File: src/rtl/pwr_seq_pkg.sv
package pwr_seq_pkg;
  typedef enum logic [2:0] {
    ST_IDLE    = 3'd0,
    ST_RAIL    = 3'd1,
    ST_SETTLE  = 3'd2,
    ST_RELEASE = 3'd3,
    ST_ON      = 3'd4,
    ST_FAULT   = 3'd5
  } seq_state_e;
endpackage

File: src/rtl/pwr_seq_sync.sv
module pwr_seq_sync #(
  parameter int unsigned W = 1,
  parameter logic [W-1:0] RST_VAL = '0
) (
  input  logic         clk_i,
  input  logic         rst_ni,
  input  logic [W-1:0] d_i,
  output logic [W-1:0] q_o
);
  logic [W-1:0] ff1_q, ff2_q;

  for (genvar i = 0; i < W; i++) begin : g_bit
    always_ff @(posedge clk_i or negedge rst_ni) begin
      if (!rst_ni) begin
        ff1_q[i] <= RST_VAL[i];
        ff2_q[i] <= RST_VAL[i];
      end else begin
        ff1_q[i] <= d_i[i];
        ff2_q[i] <= ff1_q[i];
      end
    end
  end

  assign q_o = ff2_q;
endmodule

File: src/rtl/pwr_seq_timer.sv
module pwr_seq_timer #(
  parameter int unsigned W = 16
) (
  input  logic         clk_i,
  input  logic         rst_ni,
  input  logic         clr_i,
  input  logic         en_i,
  input  logic [W-1:0] limit_i,
  output logic         hit_o
);
  logic [W-1:0] cnt_q;

  assign hit_o = (cnt_q == limit_i);

  always_ff @(posedge clk_i or negedge rst_ni) begin
    if (!rst_ni)              cnt_q <= '0;
    else if (clr_i)           cnt_q <= '0;
    else if (en_i && !hit_o)  cnt_q <= cnt_q + 1'b1;
  end

  // counter advances by exactly one while waiting
  a_r4_count_step: assert property (@(posedge clk_i) disable iff (!rst_ni)
    (en_i && !clr_i && !hit_o) |=> (cnt_q == $past(cnt_q) + 1'b1));

  a_r4_clear: assert property (@(posedge clk_i) disable iff (!rst_ni)
    clr_i |=> (cnt_q == '0));
endmodule

File: src/rtl/pwr_seq_fsm.sv
module pwr_seq_fsm
  import pwr_seq_pkg::*;
#(
  parameter int unsigned N_RAILS = 3,
  parameter int unsigned N_PROT  = 2
) (
  input  logic               clk_i,
  input  logic               rst_ni,
  input  logic               on_req_ni,
  input  logic [N_PROT-1:0]  prot_ni,
  input  logic [N_RAILS-1:0] pgood_i,
  input  logic               tmr_hit_i,
  output logic               tmr_clr_o,
  output logic               tmr_en_o,
  output logic               tmr_settle_o,
  output logic [N_RAILS-1:0] rail_en_no,
  output logic               sys_rst_no,
  output logic               lamp_on_o,
  output logic               fault_o
);
  localparam int unsigned IDX_W = (N_RAILS > 1) ? $clog2(N_RAILS) : 1;
  localparam logic [IDX_W-1:0] LAST_IDX = IDX_W'(N_RAILS - 1);

  seq_state_e       state_q, state_d;
  logic [IDX_W-1:0] rail_q, rail_d;
  logic             prot_bad, lower_bad, all_good;

  assign prot_bad = ~&prot_ni;
  assign all_good = &pgood_i;

  // rails already brought up must stay good
  always_comb begin
    lower_bad = 1'b0;
    for (int i = 0; i < N_RAILS; i++) begin
      if ((i < int'(rail_q)) && !pgood_i[i]) lower_bad = 1'b1;
    end
  end

  always_comb begin
    state_d   = state_q;
    rail_d    = rail_q;
    tmr_clr_o = 1'b0;
    unique case (state_q)
      ST_IDLE: begin
        if (prot_bad) state_d = ST_FAULT;
        else if (!on_req_ni) begin
          state_d   = ST_RAIL;
          rail_d    = '0;
          tmr_clr_o = 1'b1;
        end
      end
      ST_RAIL: begin
        if (prot_bad || lower_bad) state_d = ST_FAULT;
        else if (pgood_i[rail_q]) begin
          tmr_clr_o = 1'b1;
          if (rail_q == LAST_IDX) state_d = ST_SETTLE;
          else                    rail_d  = rail_q + 1'b1;
        end else if (tmr_hit_i) state_d = ST_FAULT;
      end
      ST_SETTLE: begin
        if (prot_bad || !all_good) state_d = ST_FAULT;
        else if (tmr_hit_i) begin
          state_d   = ST_RELEASE;
          tmr_clr_o = 1'b1;
        end
      end
      ST_RELEASE, ST_ON: begin
        if (prot_bad || !all_good) state_d = ST_FAULT;
        else                       state_d = ST_ON;
      end
      ST_FAULT: state_d = ST_FAULT;
      default:  state_d = ST_FAULT;
    endcase
  end

  always_ff @(posedge clk_i or negedge rst_ni) begin
    if (!rst_ni) begin
      state_q <= ST_IDLE;
      rail_q  <= '0;
    end else begin
      state_q <= state_d;
      rail_q  <= rail_d;
    end
  end

  always_comb begin
    for (int i = 0; i < N_RAILS; i++) begin
      rail_en_no[i] = !(((state_q == ST_RAIL) && (i <= int'(rail_q))) ||
                        (state_q == ST_SETTLE) || (state_q == ST_RELEASE) ||
                        (state_q == ST_ON));
    end
  end

  assign sys_rst_no   = (state_q == ST_RELEASE) || (state_q == ST_ON);
  assign lamp_on_o    = (state_q == ST_ON);
  assign fault_o      = (state_q == ST_FAULT);
  assign tmr_en_o     = (state_q == ST_RAIL) || (state_q == ST_SETTLE);
  assign tmr_settle_o = (state_q == ST_SETTLE);

  a_r8_prot_fault: assert property (@(posedge clk_i) disable iff (!rst_ni)
    prot_bad |=> (state_q == ST_FAULT));

  a_r9_pgood_loss: assert property (@(posedge clk_i) disable iff (!rst_ni)
    ((state_q == ST_ON) && !all_good) |=> (state_q == ST_FAULT));

  a_r10_fault_sticky: assert property (@(posedge clk_i) disable iff (!rst_ni)
    (state_q == ST_FAULT) |=> (state_q == ST_FAULT));

  a_r2_idle_hold: assert property (@(posedge clk_i) disable iff (!rst_ni)
    ((state_q == ST_IDLE) && on_req_ni && !prot_bad) |=> (state_q == ST_IDLE));
endmodule

File: src/rtl/pwr_seq_top.sv
module pwr_seq_top #(
  parameter int unsigned N_RAILS    = 3,
  parameter int unsigned N_PROT     = 2,
  parameter int unsigned TO_W       = 16,
  parameter int unsigned SETTLE_CYC = 16
) (
  input  logic               clk_i,
  input  logic               rst_ni,
  input  logic               on_req_ni,
  input  logic [N_PROT-1:0]  prot_ni,
  input  logic [N_RAILS-1:0] pgood_i,
  input  logic [TO_W-1:0]    wait_limit_i,
  output logic [N_RAILS-1:0] rail_en_no,
  output logic               sys_rst_no,
  output logic               lamp_on_o,
  output logic               fault_o
);
  localparam int unsigned SW = 1 + N_PROT + N_RAILS;
  localparam logic [TO_W-1:0] SETTLE_LIM = TO_W'(SETTLE_CYC - 1);
  // on_req idle high, protections inactive high, power-good low
  localparam logic [SW-1:0] SYNC_RST = {1'b1, {N_PROT{1'b1}}, {N_RAILS{1'b0}}};

  logic [SW-1:0]      sync_q;
  logic               s_on_req_n;
  logic [N_PROT-1:0]  s_prot_n;
  logic [N_RAILS-1:0] s_pgood;
  logic               tmr_clr, tmr_en, tmr_settle, tmr_hit;
  logic [TO_W-1:0]    tmr_limit;

  pwr_seq_sync #(.W(SW), .RST_VAL(SYNC_RST)) u_sync (
    .clk_i  (clk_i),
    .rst_ni (rst_ni),
    .d_i    ({on_req_ni, prot_ni, pgood_i}),
    .q_o    (sync_q)
  );

  assign {s_on_req_n, s_prot_n, s_pgood} = sync_q;
  assign tmr_limit = tmr_settle ? SETTLE_LIM : wait_limit_i;

  pwr_seq_timer #(.W(TO_W)) u_timer (
    .clk_i   (clk_i),
    .rst_ni  (rst_ni),
    .clr_i   (tmr_clr),
    .en_i    (tmr_en),
    .limit_i (tmr_limit),
    .hit_o   (tmr_hit)
  );

  pwr_seq_fsm #(.N_RAILS(N_RAILS), .N_PROT(N_PROT)) u_fsm (
    .clk_i        (clk_i),
    .rst_ni       (rst_ni),
    .on_req_ni    (s_on_req_n),
    .prot_ni      (s_prot_n),
    .pgood_i      (s_pgood),
    .tmr_hit_i    (tmr_hit),
    .tmr_clr_o    (tmr_clr),
    .tmr_en_o     (tmr_en),
    .tmr_settle_o (tmr_settle),
    .rail_en_no   (rail_en_no),
    .sys_rst_no   (sys_rst_no),
    .lamp_on_o    (lamp_on_o),
    .fault_o      (fault_o)
  );

  for (genvar k = 1; k < N_RAILS; k++) begin : g_order
    a_r3_gated_enable: assert property (@(posedge clk_i) disable iff (!rst_ni)
      $fell(rail_en_no[k]) |-> ($past(s_pgood[k-1]) && !rail_en_no[k-1]));
  end

  a_r5_release_rails_up: assert property (@(posedge clk_i) disable iff (!rst_ni)
    $rose(sys_rst_no) |-> (rail_en_no == '0));

  a_r6_lamp_after_reset: assert property (@(posedge clk_i) disable iff (!rst_ni)
    $rose(lamp_on_o) |-> (sys_rst_no && $past(sys_rst_no)));

  a_r6_lamp_needs_reset: assert property (@(posedge clk_i) disable iff (!rst_ni)
    lamp_on_o |-> sys_rst_no);

  a_r7_fault_safe: assert property (@(posedge clk_i) disable iff (!rst_ni)
    fault_o |-> (&rail_en_no && !sys_rst_no && !lamp_on_o));

  a_r1_reset_safe: assert property (@(posedge clk_i)
    !rst_ni |-> (&rail_en_no && !sys_rst_no && !lamp_on_o && !fault_o));
endmodule

File: config.mk
export PLATFORM = sky130hd
export DESIGN_NAME = pwr_seq_top
export DESIGN_NICKNAME = d
export VERILOG_FILES = /design/src/rtl/pwr_seq_pkg.sv /design/src/rtl/pwr_seq_sync.sv /design/src/rtl/pwr_seq_timer.sv /design/src/rtl/pwr_seq_fsm.sv /design/src/rtl/pwr_seq_top.sv
export SDC_FILE = /design/constraint.sdc
export NUM_CORES = 1
export LEC_CHECK = 0
export ABC_AREA = 1
export ABC_CLOCK_PERIOD_IN_PS = 3200
export BUFFER_PORTS_ARGS = -buffer_cell sky130_fd_sc_hd__buf_2
export CAP_MARGIN = 20
export CORE_MARGIN = 1
export CORE_UTILIZATION = 40
export CTS_CLUSTER_SIZE = 25
export DETAILED_ROUTE_END_ITERATION = 12
export GPL_ROUTABILITY_DRIVEN = 0
export SLEW_MARGIN = 10
export SYNTH_ARGS = -nofsm -noshare
export SYNTH_HDL_FRONTEND = slang
export SYNTH_SLANG_ARGS = --single-unit
File: constraint.sdc
create_clock -name clk_i -period 3.2 [get_ports clk_i]
set_input_delay 0.32 -clock clk_i [delete_from_list [all_inputs] [get_ports clk_i]]
set_output_delay 0.32 -clock clk_i [all_outputs]
set_load 0.02 [all_outputs]
==> results of run 1 <==
-- worst max-delay path by stage --
stage	from	end	slack, ns	cells after the start
2_1_floorplan	u_fsm.state_q[0]	u_timer.cnt_q[9]	1.42	15
3_3_place_gp	u_fsm.state_q[0]	u_timer.cnt_q[10]	0.58	12
3_5_place_dp	u_fsm.state_q[0]	u_timer.cnt_q[10]	0.52	14
4_1_cts	u_fsm.state_q[0]	u_timer.cnt_q[10]	0.50	14
5_1_grt	u_fsm.state_q[0]	u_timer.cnt_q[2]	0.13	14
6_report	u_fsm.state_q[0]	u_timer.cnt_q[10]	0.43	14
-- area by class of cell --
cell class,count,area [sq um]
timing repair buffer,29,145
fill,599,2920
clock inverter,3,68.8
sequential,33,833
clock buffer,5,68.8
inverter,56,210
tap,72,90.1
multi-input combinational,272,1280
-- logic make-up (layout without fill, tap and decap cells) --
logic type               count (synthesis)  in the layout  synth area share [%]
AND/OR/NAND/NOR                        246            246                  45.4
flip-flops                              33             33                  35.0
adder cells (fa/ha/maj)                  5              5                  2.62
XOR/XNOR                                 5              5                  1.84
buffers and inverters                   65             93                  11.5
AO/OA/AOI/OAI                           16             16                  3.73
-- routing by layer --
metal	vias up	track usage [%]
met4	0	6.18
met2	59	31.8
met5	-	0
li1	1220	-
met3	7	3.56
met1	1032	29.4
-- metrics by stage --
step / total power, mW / hold WS (ns)
2_1_floorplan: 0.466 / 0.0244
3_3_place_gp: 0.497 / 0.334
3_5_place_dp: 0.498 / 0.335
4_1_cts: 0.989 / 0.110
5_1_grt: 1.01 / 0.106
6_report: 0.982 / 0.0927
-- cell usage after synthesis (3+ instances only) --
master	count	area, sq um
dfrtp_1	27	676
buf_6	3	33.8
dfstp_2	6	158
xor2_1	5	43.8
nand3_2	3	30.0
a21oi_1	3	15.0
nand2_1	117	439
nor3_1	14	70.1
nand4_1	17	106
o22ai_1	3	18.8
nor2_2	3	18.8
nor2_1	47	176
ha_1	5	62.6
nand3_1	41	205
inv_1	52	195
o21ai_0	8	40.0
buf_2	3	15.0
-- power by group --
group	switching (mW)	total, mW	internal, mW
Sequential	0.00329	0.431	0.427
Clock	0.179	0.493	0.314
Combinational	0.0356	0.0589	0.0232
Total	0.218	0.982	0.764
-- cells in the final DEF, fill, tap and decap left out, drive strengths merged --
master / instances
nand4: 17
nand2: 120
clkinv: 2
xor2: 5
o22ai: 3
a21oi: 3
inv: 55
buf: 29
clkbuf: 5
ha: 5
bufinv: 2
nand3: 44
nor3: 14
dfstp: 6
a211oi: 2
nor2: 51
o21ai: 8
dfrtp: 27
-- flip-flops by register name (all words and copies together), names as in the netlist --
name,cells
u_fsm.rail_q,2
u_sync.ff1_q,6
u_sync.q_o,6
u_timer.cnt_q,16
u_fsm.state_q,3
-- worst max-delay path, delay by kind of cell, from the launching register on --
| kind | cells | cell delay (ns) |
|---|---|---|
| AND/OR/NAND/NOR | 12 | 2.06 |
| flip-flops | 1 | 0.45 |
| buffers and inverters | 2 | 0.16 |
==> results.txt, run 1 <==
Outcome: completed
Number of nets still failing antenna checks after routing: 0
Remaining Overflow, GRT: 0
Setup TNS: 0 ns
M1 wire length: 2890 um
Worst-case vdd ir drop: 0.000252 V
Final worst-path cycle share: 86.5%
Mapped Cells: 370
Post-CTS Repair Setup Buffers: 0
Register area share after synthesis: 35.0%
Final WS setup: 0.432 ns
Via count: 2318
Routed length on met2: 2490 um
Critical R2R Launch: u_fsm.state_q[0]
IO Port Bufs: 29
Die height: 79.2 um
Largest net degree at the start of global routing: 40
CP endpoint kind: flip-flop
Core Region: 5610 sq um
Maximum clock insertion buffer count: 2
#FFs+latches synth: 33
Row Count: 27
Design area: 2690 sq um
Highest metal used: met4
Reg2reg end: u_timer.cnt_q[10]
Chip width: 79.2 um
Routed vias/inst: 4.93
Actual slew at the worst max-slew pin: 0.750 ns
Critical Path Most Common Cell: nand2_1
FMAX: 361 MHz
Slew Viols, Final: 0
Avg Inst Size Synth: 6.44 sq um
Relative slew slack: 50.0%
CP required: 3.39 ns
Diode count: 0
Initial Util: 42.5%
Vias in the first global route: 2128
LEAKAGE: 1.48 nW
Clk pin slew, worst setup/hold paths: 0.08 ns
Number of max-cap violations: 0
Type of origin of the critical path: flip-flop
Pre-CTS WS: 0.524 ns
CTS Buf Count: 5
Critical-path cell list: nor2_4, nand2_2, nand2_1, nand2_1, nand2_1, inv_1, nor2_1, nand2_1, nor2_2, nand3_1, nand2_1, inv_2, nand2_1, nor2_1
Clk_skew: 0.00566 ns
Die Area: 6270 sq um
H-tree depth: 2
Cell Pwr Density: 365 nW/um^2
Final design utilization: 48.0%
Post-CTS Resized: 0
Crit path largest cell delay: 0.45 ns
Finished Layout Cells: 470
Critical path's slowest cell: dfrtp_1
CP arrival: 2.96 ns
Wire length per cell: 12.3 um
Fin crit period: 2.77 ns
Global Route Usage Sum: 20.6%
Nets: 426
Share of cells above drive strength 1: 13.8%
Final wirelength: 5770 um
Reg-to-reg slack, setup: 0.43 ns
Main flop type after synthesis: dfrtp_1
Post-Place Cells: 462
Final HPWL DP: 4360 um
Crit Path Max Fanout: 39
Post-synthesis cell area: 2380 sq um
Asr flop ratio synth: 100%
Clk sink count: 33
DRT Pass-1 Iters: 4
HP Class: primary input to asynchronous set/reset pin
Drt initial violations: 173
Area growth syn-to-layout: 13.0%
Yosys Warn Count: 0
IO Count: 30
Syn Nets: 399
Routed wl met3: 316 um
R2R depth: 14
RSZ-0062 raised after global routing: no
Post-CTS Hold Buffers: 0
Clock Latency Late Sink: 0.29 ns
Final Hold Viols: 0
Number of flops mapped to enable cells by yosys: 0
Distinct cells, synth: 25
Global-route wire length before repair: 9910 um
Critical path class: flip-flop to flip-flop
Final setup violation count: 0
Initial antenna violation count: 0
DR DRC count: 0
TritonCTS clock tree: yes
Root Buffer: clkbuf_8
Placed Area: 2550 sq um
No activity file was read; power rests on OpenSTA's default activity.
==> inputs of run 2 (changes only) <==
Settings changed: CAP_MARGIN 20 to 40, CORE_UTILIZATION 40 to 27, CTS_BUF_LIST set to sky130_fd_sc_hd__clkbuf_4.
==> results.txt, run 2 (synthesis results as in run 1) <==
Root Buffer: clkbuf_4
Final Hold Viols: 0
Net switching power figure: 0.194 mW
Type of origin of the critical path: flip-flop
Combinational power share: 7.2%
Area growth syn-to-layout: 12.8%
CP required: 3.44 ns
H-tree depth: 2
Remaining Overflow, GRT: 0
Global Route Usage Sum: 14.3%
Sw frac: 23.9%
DRT Pass-1 Iters: 4
Post-CTS Repair Setup Buffers: 0
Setup TNS: 0 ns
HP Class: primary input to asynchronous set/reset pin
Chip width: 96.0 um
Clk_skew: 0.0130 ns
Clock Latency Late Sink: 0.34 ns
IO Count: 30
Final design utilization: 32.1%
Die Area: 9210 sq um
Initial antenna violation count: 0
Cell Pwr Density: 301 nW/um^2
Final HPWL DP: 4630 um
Nets: 427
Number of max-cap violations: 0
FMAX: 396 MHz
Post-CTS Resized: 0
Core Region: 8380 sq um
Final setup violation count: 0
Pre-CTS WS: 0.703 ns
Initial Util: 28.4%
Die height: 96.0 um
Slew Viols, Final: 0
Flop pwr share: 53.2%
CP arrival: 2.77 ns
RSZ-0062 raised after global routing: no
Vias in the first global route: 2240
Worst-case vdd ir drop: 0.000137 V
Most common cell after layout, fill and taps aside: nand2_1
Crit Path Max Fanout: 39
Clk pin slew, worst setup/hold paths: 0.12 ns
Row Count: 33
Critical path class: flip-flop to flip-flop
Largest net degree at the start of global routing: 40
Clock Power Share: 39.6%
Max reg flops: 16
Relative slew slack: 51.6%
Final worst-path cycle share: 79.0%
Diode count: 0
Multi-input gate area: 1280 sq um
Wire length per cell: 11.8 um
Share of cells above drive strength 1: 14.0%
Via count: 2325
TritonCTS clock tree: yes
DR DRC count: 0
Post-CTS Hold Buffers: 0
Actual slew at the worst max-slew pin: 0.725 ns
Fin crit period: 2.53 ns
Internal power: 0.616 mW
Clk sink count: 33
CTS Buf Count: 5
Commonest non-fill, non-tap cells in the layout: nand2_1 (117), inv_1 (52), nor2_1 (47), nand3_1 (41), buf_2 (29)
LEAKAGE: 1.45 nW
Fillers: 898
Finished Layout Cells: 504
Outcome: completed
CP endpoint kind: flip-flop
Final wirelength: 5950 um
Final WS setup: 0.672 ns
Biggest register: u_timer.cnt_q
Global-route wire length before repair: 10200 um
Post-Place Cells: 496
FF/Latch Area: 833 sq um
Drt initial violations: 174
Maximum clock insertion buffer count: 2
Number of nets still failing antenna checks after routing: 0
IO Port Bufs: 29
Routed vias/inst: 4.61
[run 2: path summary, 6_finish.rpt]
check,from,end,slack [ns],cells after the start
min in group clk_i,on_req_ni,u_sync.ff1_q[5],0.07,1
setup / recovery,u_fsm.state_q[0],u_timer.cnt_q[10],0.67,15
setup reg to reg,u_fsm.state_q[0],u_timer.cnt_q[10],0.67,15
hold reg to reg,u_sync.ff1_q[1],u_sync.q_o[1],0.36,0
max in group asynchronous,rst_ni,u_timer.cnt_q[9],2.71,1
hold / removal,rst_ni,u_fsm.rail_q[0],0.02,1
[run 2: metrics by stage]
stage / area [sq um] / power [mW] / hold slack, ns
finish: 2690 / 0.810 / 0.0160
global route: 2690 / 0.848 / 0.0427
CTS: 2690 / 0.819 / 0.0409
detailed placement: 2600 / 0.498 / 0.338
global placement: 2600 / 0.496 / 0.334
floorplan: 2380 / 0.466 / 0.0244
[run 2: power groups by stage]
stage               logic (mW)  clock network (mW)  registers [mW]
floorplan               0.0286                   0           0.438
global placement        0.0580                   0           0.438
detailed placement      0.0594                   0           0.439
CTS                     0.0597               0.328           0.431
global route            0.0687               0.348           0.432
finish                  0.0584               0.321           0.431
[run 2: worst max-delay path, stage by stage, from the launching register on]
cell	delay (ns)
dfrtp_1	0.46
nor2_4	0.15
nand2_2	0.41
nand2_1	0.18
nand2_1	0.06
nand2_1	0.09
inv_1	0.05
nor2_1	0.09
nand2_1	0.07
nor2_2	0.17
nand3_1	0.10
buf_4	0.18
nand2_1	0.14
inv_2	0.10
nand2_1	0.09
nor2_1	0.04
[run 2: final cells by class]
cell class	count	share of cell area (%)
well taps	105	4.89
multi-input cells	272	47.5
inverters	56	7.82
clock buffers	5	1.40
repair buffers	30	5.68
clock inverters	3	1.72
flip-flops and latches	33	31.0
[run 2: routing by layer]
layer  wire, um  GRT usage [%]
met3        300           2.37
met4         63           4.60
met2       2700           22.0
met1       2890           20.3
met5          0              0
